[src/rtl/sof_timer_pkg.sv]
package sof_timer_pkg;
    typedef enum logic [0:0] {
        ST_HALTED  = 1'b0,
        ST_RUNNING = 1'b1
    } sof_state_e;

    localparam int LEN_FIELD_W   = 6;
    localparam int CFG_REG_W     = 8;
    localparam int LEN_FIELD_RST = 32;
endpackage

[src/rtl/sof_len_reg.sv]
module sof_len_reg #(
    parameter int FIELD_W = 6,
    parameter int REG_W   = 8,
    parameter int RST_VAL = 32
) (
    input  logic               clk,
    input  logic               rst_n,
    input  logic               halted,
    input  logic               wr_en,
    input  logic [REG_W-1:0]   wr_data,
    output logic [REG_W-1:0]   rd_data,
    output logic [FIELD_W-1:0] field
);
    localparam int RSVD_W = REG_W - FIELD_W;

    logic unused_rsvd_bits;
    assign unused_rsvd_bits = ^wr_data[REG_W-1:FIELD_W];

    // Field changes only on an accepted write, i.e. while halted.
    always_ff @(posedge clk or negedge rst_n) begin
        if (!rst_n) begin
            field <= FIELD_W'(RST_VAL);
        end else if (wr_en && halted) begin
            field <= wr_data[FIELD_W-1:0];
        end
    end

    assign rd_data = {{RSVD_W{1'b0}}, field};
endmodule

[src/rtl/sof_uframe_fsm.sv]
module sof_uframe_fsm
    import sof_timer_pkg::*;
#(
    parameter int BASE_LEN = 59488,
    parameter int LEN_STEP = 16,
    parameter int FIELD_W  = 6
) (
    input  logic               clk,
    input  logic               rst_n,
    input  logic               run,
    input  logic [FIELD_W-1:0] field,
    output logic               sof
);
    localparam int MAX_LEN = BASE_LEN + LEN_STEP * ((1 << FIELD_W) - 1);
    localparam int CNT_W   = $clog2(MAX_LEN + 1);

    sof_state_e        state, state_nxt;
    logic [CNT_W-1:0]  cnt;
    logic [CNT_W-1:0]  len_cur;
    logic [CNT_W-1:0]  frame_len;
    logic              last_clk;

    assign frame_len = CNT_W'(BASE_LEN) + CNT_W'(LEN_STEP) * CNT_W'(field);
    assign last_clk  = (state == ST_RUNNING) && (cnt == len_cur - CNT_W'(1));

    // Next-state decision: start, stop, or stay (wrap stays in RUNNING).
    always_comb begin
        state_nxt = state;
        unique case (state)
            ST_HALTED:  if (run)  state_nxt = ST_RUNNING;
            ST_RUNNING: if (!run) state_nxt = ST_HALTED;
            default:    state_nxt = ST_HALTED;
        endcase
    end

    // State register.
    always_ff @(posedge clk or negedge rst_n) begin
        if (!rst_n) state <= ST_HALTED;
        else        state <= state_nxt;
    end

    // Clock counter and length captured at each micro-frame start.
    always_ff @(posedge clk or negedge rst_n) begin
        if (!rst_n) begin
            cnt     <= '0;
            len_cur <= CNT_W'(BASE_LEN);
        end else begin
            unique case (state)
                ST_HALTED: begin
                    cnt <= '0;
                    if (run) len_cur <= frame_len;
                end
                ST_RUNNING: begin
                    if (!run) begin
                        cnt <= '0;
                    end else if (last_clk) begin
                        cnt     <= '0;
                        len_cur <= frame_len;
                    end else begin
                        cnt <= cnt + CNT_W'(1);
                    end
                end
                default: cnt <= '0;
            endcase
        end
    end

    // Output process.
    always_comb begin
        sof = 1'b0;
        unique case (state)
            ST_HALTED:  sof = 1'b0;
            ST_RUNNING: sof = last_clk;
            default:    sof = 1'b0;
        endcase
    end
endmodule

[src/rtl/sof_index_ctr.sv]
module sof_index_ctr #(
    parameter int IDX_W = 14
) (
    input  logic             clk,
    input  logic             rst_n,
    input  logic             sof,
    output logic [IDX_W-1:0] idx
);
    always_ff @(posedge clk or negedge rst_n) begin
        if (!rst_n)   idx <= '0;
        else if (sof) idx <= idx + IDX_W'(1);
    end
endmodule

[src/rtl/uframe_sof_timer.sv]
module uframe_sof_timer
    import sof_timer_pkg::*;
#(
    parameter int BASE_LEN = 59488,
    parameter int LEN_STEP = 16,
    parameter int IDX_W    = 14
) (
    input  logic             clk,
    input  logic             rst_n,
    input  logic             run_i,
    input  logic             cfg_we,
    input  logic [7:0]       cfg_wdata,
    output logic [7:0]       cfg_rdata,
    output logic             sof_o,
    output logic [IDX_W-1:0] uframe_idx_o
);
    logic [LEN_FIELD_W-1:0] len_field;

    sof_len_reg #(
        .FIELD_W (LEN_FIELD_W),
        .REG_W   (CFG_REG_W),
        .RST_VAL (LEN_FIELD_RST)
    ) u_len_reg (
        .clk     (clk),
        .rst_n   (rst_n),
        .halted  (!run_i),
        .wr_en   (cfg_we),
        .wr_data (cfg_wdata),
        .rd_data (cfg_rdata),
        .field   (len_field)
    );

    sof_uframe_fsm #(
        .BASE_LEN (BASE_LEN),
        .LEN_STEP (LEN_STEP),
        .FIELD_W  (LEN_FIELD_W)
    ) u_fsm (
        .clk   (clk),
        .rst_n (rst_n),
        .run   (run_i),
        .field (len_field),
        .sof   (sof_o)
    );

    sof_index_ctr #(
        .IDX_W (IDX_W)
    ) u_idx (
        .clk   (clk),
        .rst_n (rst_n),
        .sof   (sof_o),
        .idx   (uframe_idx_o)
    );
endmodule

[config.mk]
export PLATFORM = sky130hd
export DESIGN_NAME = uframe_sof_timer
export DESIGN_NICKNAME = d
export VERILOG_FILES = /design/src/rtl/sof_timer_pkg.sv /design/src/rtl/sof_len_reg.sv /design/src/rtl/sof_uframe_fsm.sv /design/src/rtl/sof_index_ctr.sv /design/src/rtl/uframe_sof_timer.sv
export SDC_FILE = /design/constraint.sdc
export NUM_CORES = 1
export LEC_CHECK = 0
export ABC_AREA = 1
export ABC_CLOCK_PERIOD_IN_PS = 3450
export BUFFER_PORTS_ARGS = -buffer_cell sky130_fd_sc_hd__buf_2
export CORE_ASPECT_RATIO = 0.5
export CORE_MARGIN = 1
export CORE_UTILIZATION = 35
export DETAILED_ROUTE_END_ITERATION = 10
export HOLD_SLACK_MARGIN = 0.05
export MAX_ROUTING_LAYER = met4
export PLACE_DENSITY_LB_ADDON = 0.08
export SLEW_MARGIN = 25
export SYNTH_ARGS = -nofsm -noshare
export SYNTH_HDL_FRONTEND = slang
export SYNTH_SLANG_ARGS = --single-unit
[constraint.sdc]
create_clock -name clk -period 3.45 [get_ports clk]
set_input_delay 0.69 -clock clk [delete_from_list [all_inputs] [get_ports clk]]
set_output_delay 0.69 -clock clk [all_outputs]
set_load 0.005 [all_outputs]
## After elaboration in Yosys (flattened, before gate mapping)

Cells that the tools add are included.

| word-level totals | value |
|---|---|
| bits in registers | 53 |
| logic and storage cells | 27 |

| cells by class | value |
|---|---|
| $add $sub $neg | 4 |
| equality and inequality tests | 4 |
| mux-type cells | 9 |
| bitwise gates (word level) | 1 |
| reduce and logical (&&, ||, !) cells | 4 |

Operators with widths:

| kind | count |
|---|---|
| 16-bit 2-to-1 mux | 5 |
| 16-bit case mux with 2 select lines | 2 |
| 16-bit by 1-bit adder with 16-bit output (second input constant) | 1 |
| 16-bit == test | 1 |
| 16-bit by 1-bit subtractor with 16-bit output (second input constant) | 1 |
| 14-bit by 11-bit adder with 15-bit output (first input constant) | 1 |
| 14-bit by 1-bit adder with 14-bit output (second input constant) | 1 |
| 2-bit inequality test (second input constant) | 3 |
| 3-bit AND reduction | 1 |
| 1-bit logical AND | 2 |
| 1-bit case mux with 2 select lines | 1 |
| 1-bit logical NOT | 1 |
| 1-bit 2-to-1 mux | 1 |
| 1-bit inverter | 1 |

## Logic depth before layout (Yosys ltp)

Gate-level depths: netlist (run 1).

| depth | value |
|---|---|
| depth after elaboration | 6 |
| mapped depth | 14 |
| gate-level depth less buffers | 14 |

## Cells and area by module

From an unflattened synthesis (run 1), not the netlist that was laid out.

| unflattened totals | value |
|---|---|
| cells, all modules | 327 |
| area total of the unflattened synthesis | 2537.4 sq um |

Modules (own cells, without submodules):

| module | times used | cells an instance | area each (sq um) | sequential area each (sq um) |
|---|---|---|---|---|
| sof_uframe_fsm | 1 | 209 | 1519.0 | 603.1 |
| sof_index_ctr | 1 | 83 | 718.2 | 350.3 |
| sof_len_reg | 1 | 34 | 296.5 | 151.4 |
| uframe_sof_timer | 1 | 1 | 3.8 | 0.0 |

## Worst setup path after synthesis (run 1)

OpenSTA, ideal clock, no wires.

| path | value |
|---|---|
| path type | flip-flop to output port |
| from | reg u_fsm.len_cur[5] |
| to | out sof_o |
| arrival time | 1.547 ns |
| data required time | 2.760 ns |
| path slack | 1.213 ns |
| cell stages (with the launch flop) | 11 |
| path buffers | 0 |
| cells stage by stage | dfstp_2 > inv_1 > ha_1 > inv_1 > nand2_1 > nand2_1 > nor2_1 > nand3_1 > nor2_1 > nand3_1 > nor2_1 |

| between the ends | value |
|---|---|
| cells in the longest elaborated chain, start to end | 4 |

RTL lines:

| element | RTL line | RTL |
|---|---|---|
| start: declaration | sof_uframe_fsm.sv:19 | `logic [CNT_W-1:0] len_cur;` |
| start signal: assignment | sof_uframe_fsm.sv:46 | `len_cur <= CNT_W'(BASE_LEN);` |
| start signal: assignment | sof_uframe_fsm.sv:51 | `if (run) len_cur <= frame_len;` |
| start signal: assignment | sof_uframe_fsm.sv:58 | `len_cur <= frame_len;` |
| 16-bit by 1-bit subtractor with 16-bit output | sof_uframe_fsm.sv:24 | `assign last_clk = (state == ST_RUNNING) && (cnt == len_cur - CNT_W'(1));` |
| 16-bit == test | sof_uframe_fsm.sv:24 |  |
| 1-bit logical AND | sof_uframe_fsm.sv:24 |  |
| 1-bit case mux with 2 select lines | sof_uframe_fsm.sv:71 | `unique case (state)` |
| end: declaration | uframe_sof_timer.sv:14 | `output logic sof_o,` |

No other way between the ends.

## Worst setup path in the final report (run 1)

Same ends and word-level chain as after synthesis.

==> flow_summary.toml, run 1 <==
[drt]
first_pass_iters = 4
vias_per_cell = 4.58
wire_per_inst_um = 11.9
wl_um = 6100
detail-route-antenna-nets = 0
drt_iter0_markers = 118
vias = 2352
drc_errors = 0

[timing]
skew_ns = 0.00398
max_freq_mhz = 352
setup_violations = 0
hold_slack_ns = 0.398
min_period_ns = 2.84
rsz0062_at_grt = "no"
fin_crit_sh_pct = 82.3
slew_violations = 0
tns_ns = 0
timing.final.hold_violations = 0
relSlewSlack_pct = 55.0
tightest_slew_ns = 0.675

[placed_design]
place.gp.congestion = 0.823
portBuffers = 30
hpwl_um = 4550

[yosys]
synthCells = 377
yosys-top-cells-area = "dfrtp_1, nand2_1, inv_1, nand3_1, nor2_1"
netlist.area_leader.share_pct = 36.9
syn-cell-area_mm2 = 0.00278
synthFlopType = "dfrtp_1"
async_flop_share_pct = 100
synth.avg_cell_area_um2 = 7.37
ys_ff_latch = 44
synth_edf_count = 0
ys_warn_count = 0
synth_cell_types = 35
yosysSeqAreaShare_pct = 39.8
synth_top_area_cell = "dfrtp_1"

[clocking]
post_cts_resized = 0
cts.sinks = 44
postCtsSetupRepairBufs = 0
cts_tree = "yes"
cts_hold_buf = 0
clock_path_buffers = 2
insertion_delay_ns = 0.29
cts.clk_slew.worst_paths_ns = 0.06
htree_num_levels = 2
cts-root-buf = "clkbuf_16"
numCtsBuffers = 5

[critical_path]
startpoint = "u_fsm.len_cur[5]"
critPathArrivalTime_ns = 2.15
worstSetupStartpointType = "register"
cp.required_ns = 2.76
path_max_fanout = 3
crit-reg2reg-launch = "u_fsm.len_cur[5]"
crit_type = "reg -> out"
endpoint_kind = "output port"

[power]
ir_drop_v = 0.000231
clkPwrFrac_pct = 37.8
p_per_area_mw_per_mm2 = 421
power_frac_comb_pct = 17.9
switching_share_pct = 28.8
switchingPower_mw = 0.381
seq_power_share_pct = 44.3
p_int_mw = 0.943
p_leak_nw = 1.63

[finish]
drive_gt1_share_pct = 15.3
final_nets = 420
area_growth_pct = 13.3
fillers = 794
n_antenna_cell = 0

[grt]
grt.total_usage_pct = 17.0
grt_pass1_vias = 2285
grt_overflow_total = 0
grt_pass1_wl_um = 10600
grt_max_degree = 45
grt_antenna_before_repair = 0

[flow_run]
cap_violations = 0

[floorplan]
rows = 22
ios = 35
dieArea_mm2 = 0.00832
die_h_um = 65.0
core_area_mm2 = 0.00751
fp.dieW_um = 128
floorplan.initialDensity_pct = 37.0

[status]
status = "completed"

[min_path]
hold_class = "in -> async"
==> layer usage <==
metal | global-route usage (%) | wire, um
met1 | 22.0 | 3260
met2 | 26.8 | 2570
met3 | 4.29 | 206
met4 | 4.41 | 59
met5 | - | 0
==> per-stage QoR <==
stage	std cells	cell area [um^2]	worst slack (ns)	total power [mW]	utilization, %
floorplan	378	2780	1.21	0.772	-
global placement	505	2990	0.900	0.832	39.8
detailed placement	505	2990	0.919	0.835	39.8
CTS	513	3150	0.589	1.35	41.9
global route	513	3150	0.453	1.42	41.9
finish	513	3150	0.610	1.32	41.9
==> power by group through the flow <==
stage / logic (mW) / clock network, mW / registers (mW)
floorplan: 0.191 / 0 / 0.581
global placement: 0.238 / 0 / 0.594
detailed placement: 0.240 / 0 / 0.595
CTS: 0.240 / 0.525 / 0.586
global route: 0.279 / 0.547 / 0.591
finish: 0.238 / 0.501 / 0.586
==> logic make-up (layout without fill, tap and decap cells) <==
kind of cell | count (synthesis) | count (layout) | share of synthesized area, %
mux | 3 | 3 | 1.22
compound gates | 12 | 12 | 2.52
simple gates | 235 | 235 | 38.6
fa+ha+maj | 4 | 4 | 1.80
xor+xnor | 23 | 23 | 7.25
other cells | 1 | 2 | 0.135
flops | 44 | 44 | 39.8
buf+inv | 55 | 82 | 8.74
==> critical path, cell delays in order (launching register included) <==
cell	delay, ns
dfstp_2	0.55
inv_1	0.04
ha_1	0.28
inv_1	0.04
nand2_1	0.05
nand2_1	0.07
nor2_1	0.13
nand3_1	0.09
nor2_1	0.11
nand3_1	0.14
nor2_1	0.20
buf_2	0.15
==> registers in the layout, indices dropped and copies added, names as in the netlist <==
register and flops:
u_idx.idx 14, u_len_reg.field 6, u_fsm.state 1, u_fsm.cnt 16, u_fsm.len_cur 7
==> layout make-up <==
class | count | area (um^2) | area share [%]
clock buffer | 8 | 156 | 4.97
inverter | 44 | 165 | 5.25
timing repair buffer | 30 | 153 | 4.85
multi-input combinational | 279 | 1430 | 45.5
tap | 108 | 135 | 4.29
sequential | 44 | 1100 | 35.1
==> layout by cell type, fill, tap and decap left out, types with 2 or more instances in the layout <==
cell | synthesis | routed
mux2_2 | 3 | 3
o21bai_1 | 2 | 2
buf_2 | 3 | 29
xor2_1 | 11 | 11
a21oi_1 | 5 | 5
nor2_2 | 4 | 4
ha_1 | 4 | 4
nor3b_1 | 3 | 3
nand4_1 | 14 | 14
nor2_4 | 2 | 2
clkbuf_8 | 0 | 2
inv_1 | 43 | 43
o21ai_0 | 2 | 2
nand3_2 | 2 | 2
conb_1 | 1 | 2
clkbuf_16 | 0 | 5
nor2_1 | 40 | 40
nand2_2 | 4 | 4
xnor2_1 | 12 | 12
nand2_1 | 125 | 125
dfrtp_1 | 41 | 41
dfstp_2 | 3 | 3
nor3_1 | 5 | 5
nand3_1 | 30 | 30
==> Yosys cell counts, types with 2 or more instances <==
master	instances
inv_1	43
buf_4	4
nor3_1	5
dfrtp_1	41
nor2_1	40
xor2_1	11
a21oi_1	5
o21ai_0	2
nand3_2	2
mux2_2	3
clkbuf_2	2
dfstp_2	3
buf_2	3
nor3b_1	3
nand2_2	4
nand4_1	14
o21bai_1	2
nand2_1	125
nor2_4	2
nor2_2	4
buf_6	2
xnor2_1	12
ha_1	4
nand3_1	30
==> final timing paths <==
kind / to / slack [ns] / depth (start not counted)
worst min register to register: u_fsm.cnt[0] / 0.48 / 1
worst min-delay path: u_idx.idx[6] / 0.40 / 1
worst max-delay path: sof_o / 0.61 / 11
min in group clk: u_fsm.cnt[0] / 0.48 / 1
max in group asynchronous: u_fsm.len_cur[6] / 2.66 / 1
worst max register to register: u_idx.idx[5] / 1.09 / 12
(Power assumes the default switching activity.)
==> run 2: changes to the inputs <==
- ABC_AREA: 1 -> 0
- ABC_CLOCK_PERIOD_IN_PS: 3450 -> 2620
- clock period: 3.45 -> 2.62 ns (I/O delays scaled with it)
==> run 2 against run 1 <==
Compared with the run above: core utilization is 2.6 points higher; clock power grew 41%; sequential share of layout area up 1.4 points.
==> flow_summary.toml, run 2 <==
[status]
status = "completed"

[floorplan]
ios = 35
fp.dieW_um = 122
floorplan.initialDensity_pct = 36.8
dieArea_mm2 = 0.00751
rows = 21
core_area_mm2 = 0.00681
die_h_um = 61.8

[critical_path]
reg2reg_depth = 10
startpoint = "u_fsm.len_cur[7]"
worstSetupStartpointType = "register"
endpoint_kind = "output port"
cp.required_ns = 2.10
path_cells = "or4_4, nor4_4, xnor2_1, or2_1, nor4b_2, buf_2"
crit_type = "reg -> out"
path_max_fanout = 2
critPathSlowestCell = "or4_4"
r2r_end = "u_idx.idx[8]"
r2r_slack_ns = 0.20
path_delay_family = "simple AND/OR/NAND/NOR gates"
max_stage_delay_ns = 0.56
path_buf_inv = 1
crit-reg2reg-launch = "u_fsm.len_cur[7]"
critPathArrivalTime_ns = 2.09

[timing]
skew_ns = 0.00873
fin_crit_sh_pct = 99.9
slew_violations = 0
timing.final.hold_violations = 0
timing.final.ws_setup_ns = 0.00234
max_freq_mhz = 382
tns_ns = 0
rsz0062_at_grt = "yes"
tightest_slew_ns = 0.618
min_period_ns = 2.62
hold_slack_ns = 0.206
setup_violations = 0
relSlewSlack_pct = 58.7

[yosys]
yosysMostFrequentCell = "dfrtp_1"
synth.avg_cell_area_um2 = 9.58
synth_common_cells = "dfrtp_1, nor2_1, xnor2_1"
synthCells = 261
synthFlopType = "dfrtp_1"
yosysSeqAreaShare_pct = 44.2
synth_top_area_cell = "dfrtp_1"
ys_ff_latch = 44
synth_cell_types = 41
syn-cell-area_mm2 = 0.00250
ys_warn_count = 0
yosys-top-cells-area = "dfrtp_1, xnor2_1, nor2_1, nand2_1, xor2_1"
async_flop_share_pct = 100
netlist.area_leader.share_pct = 41.0
synth_edf_count = 0

[drt]
vias = 1968
detail-route-antenna-nets = 0
wire_per_inst_um = 13.8
vias_per_cell = 4.96
drt_iter0_markers = 54
wl_um = 5470
drc_errors = 0
first_pass_iters = 4

[finish]
drive_gt1_share_pct = 23.3
max_flop_register = "u_fsm.cnt"
largest_reg_flops = 16
reg.largest.list = "u_fsm.cnt x16, u_idx.idx x14, u_fsm.len_cur x7"
final_nets = 320
final_area_mm2 = 0.00303
final_cells = 397
mostFrequentLayoutCells = "dfrtp_1, buf_2, xnor2_1, nor2_1, nand2_1"
fillers = 668
n_antenna_cell = 0
area_growth_pct = 21.1
layout_commonest_cell = "dfrtp_1"

[grt]
grt_overflow_total = 0
grt_antenna_before_repair = 0
grt_max_degree = 45
grt_pass1_wl_um = 9360
grt_pass1_vias = 1934
grt.total_usage_pct = 17.4

[placed_design]
pre_cts_ws_ns = 0.200
place.gp.congestion = 0.835
hpwl_um = 3890
placed_cells = 383
portBuffers = 30
placed_area_mm2 = 0.00279

[clocking]
cts_tree = "yes"
cts-root-buf = "clkbuf_16"
clock_path_buffers = 2
insertion_delay_ns = 0.29
cts.clk_slew.worst_paths_ns = 0.06
numCtsBuffers = 5
htree_num_levels = 2
cts.sinks = 44
cts_hold_buf = 0

[power]
p_per_area_mw_per_mm2 = 545
ir_drop_v = 0.000378
p_leak_nw = 1.31
power_frac_comb_pct = 12.4
clkPwrFrac_pct = 42.8
switching_share_pct = 24.1
p_int_mw = 1.25
seq_power_share_pct = 44.8
switchingPower_mw = 0.398

[min_path]
hold_class = "in -> async"

[flow_run]
cap_violations = 0
## run 2: cell types whose count changed in the layout (fill, tap and decap cells not counted), sizes merged, moves of 3 or more
cell,previous run,this run
inv,44,9
o211ai,0,5
nor2,46,29
a21oi,5,1
and3,1,6
and2,0,5
xnor2,12,29
a31oi,1,5
nand2,130,27
buf,30,49
nand3,33,15
nand3b,0,4
nor3b,3,0
## run 2: cell type report
| type | count | area [um^2] | area share [%] |
|---|---|---|---|
| Clock inverter | 2 | 35.0 | 1.16 |
| Sequential cell | 44 | 1100 | 36.5 |
| Timing Repair Buffer | 49 | 305 | 10.1 |
| Tap cell | 92 | 115 | 3.80 |
| Multi-Input combinational cell | 195 | 1310 | 43.1 |
| Inverter | 9 | 33.8 | 1.12 |
| Clock buffer | 6 | 129 | 4.25 |
## run 2: worst max-delay path by stage
stage,to,cells past startpoint
2_1_floorplan,sof_o,7
3_5_place_dp,sof_o,6
3_3_place_gp,sof_o,6
4_1_cts,sof_o,6
5_1_grt,sof_o,6
6_report,sof_o,6
## run 2: repair_timing
item	in CTS	in global routing
pin swaps	4	3
endpoints found under the setup margin	1	4
resized for setup	6	0
setup buffers	3	3
## run 2: cells by family after synthesis
logic type,count (synthesis),synth area share [%]
AND/OR/NAND/NOR,118,24.4
flip-flops,44,44.2
XOR/XNOR,40,14.0
AO/OA/AOI/OAI,24,7.40
buffers and inverters,23,4.85
multiplexers,7,3.05
adder cells (fa/ha/maj),4,2.00
other,1,0.150
## run 2: power groups by stage
stage	Sequential [mW]	Combinational [mW]	Clock, mW
after CTS	0.742	0.201	0.730
after floorplan	0.748	0.132	0
after detailed placement	0.753	0.198	0
after global routing	0.745	0.233	0.758
after global placement	0.753	0.197	0
final	0.740	0.205	0.706
## run 2: per-stage QoR
step,utilization [%],total power [mW]
after floorplan,-,0.881
after global placement,41.0,0.950
after detailed placement,41.0,0.952
after CTS,44.2,1.67
after global routing,44.5,1.74
final,44.5,1.65
## run 2: layer usage
metal	part of all wire, %	wire [um]	vias up	track usage, %
li1	-	-	989	-
met1	50	2760	949	21.0
met2	45	2470	28	28.0
met3	3.9	212	2	5.29
met4	0.64	35	0	6.53
met5	0	0	-	-
==> run 3: changes to the inputs <==
- SETUP_SLACK_MARGIN: not set -> 0.2
==> run 3 against run 2 <==
Compared with the run above: the flow now finishes with violations (setup timing); clock skew up 0.0031 ns; sequential share of layout area about the same; count of clock-buffer cells in the layout down 1; non-clock buffer count unchanged; global-route usage down 0.33 points; final cell count unchanged; die area unchanged; combinational power about the same; sequential power up 0.5%; wire length up 0.57%; first-iteration DRC count up 7.4%; critical path type unchanged; critical endpoint unchanged.
==> flow_summary.toml, run 3 (synthesis results as in run 2) <==
[status]
status = "complete, but fails checks"
violations = "setup timing"

[drt]
wl_um = 5500
wire_per_inst_um = 13.9
detail-route-antenna-nets = 0
drt_iter0_markers = 58
drc_errors = 0
first_pass_iters = 4
vias_per_cell = 5.01
vias = 1988

[clocking]
cts.clk_slew.worst_paths_ns = 0.07
clock_path_buffers = 2
cts-root-buf = "clkbuf_16"
cts.sinks = 44
htree_num_levels = 2
numCtsBuffers = 5
insertion_delay_ns = 0.29
cts_tree = "yes"

[finish]
final_area_mm2 = 0.00304
largest_reg_flops = 16
n_antenna_cell = 0
layout_commonest_cell = "dfrtp_1"
max_flop_register = "u_fsm.cnt"
reg.largest.list = "u_fsm.cnt x16, u_idx.idx x14, u_fsm.len_cur x7"
post-route-util_pct = 44.6
mostFrequentLayoutCells = "dfrtp_1, buf_2, xnor2_1"
drive_gt1_share_pct = 23.6
final_nets = 320
area_growth_pct = 21.4
final_cells = 397

[timing]
tns_ns = -0.0117
relSlewSlack_pct = 60.5
timing.final.ws_setup_ns = -0.0117
hold_slack_ns = 0.202
slew_violations = 0
fin_crit_sh_pct = 100
rsz0062_at_grt = "yes"
max_freq_mhz = 380
tightest_slew_ns = 0.591
timing.final.hold_violations = 0
min_period_ns = 2.63
skew_ns = 0.0119
setup_violations = 1

[critical_path]
critPathArrivalTime_ns = 2.11
path_max_fanout = 2
crit_type = "reg -> out"
endpoint_kind = "output port"
reg2reg_depth = 10
cp.required_ns = 2.10
worstSetupStartpointType = "register"

[flow_run]
cap_violations = 0

[floorplan]
ios = 35
fp.dieW_um = 122
core_area_mm2 = 0.00681
rows = 21
floorplan.initialDensity_pct = 36.8
dieArea_mm2 = 0.00751
die_h_um = 61.8

[placed_design]
hpwl_um = 3830
portBuffers = 30
place.gp.congestion = 0.798
placed_cells = 383
placed_area_mm2 = 0.00281

[min_path]
hold_class = "in -> async"

[power]
p_leak_nw = 1.31
ir_drop_v = 0.000258
p_per_area_mw_per_mm2 = 548

[grt]
grt_max_degree = 45
grt_overflow_total = 0
grt_pass1_vias = 1878
grt.total_usage_pct = 17.1
grt_pass1_wl_um = 9160
grt_antenna_before_repair = 0
run 3: routing by layer:
metal,up-vias,part of all wire [%],GRT usage [%]
met5,-,0,-
met4,0,0.76,4.23
met3,5,3.6,4.93
met2,28,46,28.2
met1,971,50,20.9
li1,984,-,-
run 3: path summary, 6_finish.rpt:
path | startpoint | endpoint | slack, ns
max in group asynchronous | rst_n | u_fsm.len_cur[5] | 2.13
worst max register to register | u_fsm.len_cur[7] | u_idx.idx[6] | 0.32
worst max-delay path | u_fsm.len_cur[7] | sof_o | -0.01
worst min-delay path | rst_n | u_idx.idx[13] | 0.20
min in group clk | cfg_wdata[2] | u_len_reg.field[2] | 0.43
worst min register to register | u_idx.idx[13] | u_idx.idx[13] | 0.48
run 3: through the flow:
step           setup WS (ns)  power (mW)
6_report             -0.0117        1.67
4_1_cts              -0.0357        1.68
5_1_grt              -0.0901        1.75
3_3_place_gp           0.193       0.953
2_1_floorplan          0.154       0.881
3_5_place_dp           0.176       0.955
run 3: power breakdown:
part | total, mW | switching (mW) | internal [mW] | leakage, nW
clock | 0.717 | 0.269 | 0.448 | 0.0798
combinational | 0.205 | 0.109 | 0.0958 | 0.662
sequential | 0.744 | 0.0343 | 0.710 | 0.570
run 3: final cells by class:
| type | count | area, um^2 |
|---|---|---|
| sequential | 44 | 1110 |
| multi-input combinational | 195 | 1300 |
| tap | 92 | 115 |
| timing repair buffer | 49 | 315 |
| clock buffer | 5 | 125 |
| inverter | 9 | 33.8 |
| fill | 682 | 3770 |
| clock inverter | 3 | 42.5 |
run 3: timing repair:
action	4_1_cts	5_1_grt
setup buffers	4	1
endpoints found under the setup margin	10	31
pin swaps	4	2
hold buffers	0	0
resized for setup	1	5
gates cloned	0	1
run 3: worst max-delay path: stages, from the launching register on:
cell and delay, ns:
dfrtp_1 0.39, or4_4 0.55, nor4_4 0.16, xnor2_1 0.11, or2_1 0.24, nor4b_2 0.21
buf_2 0.15
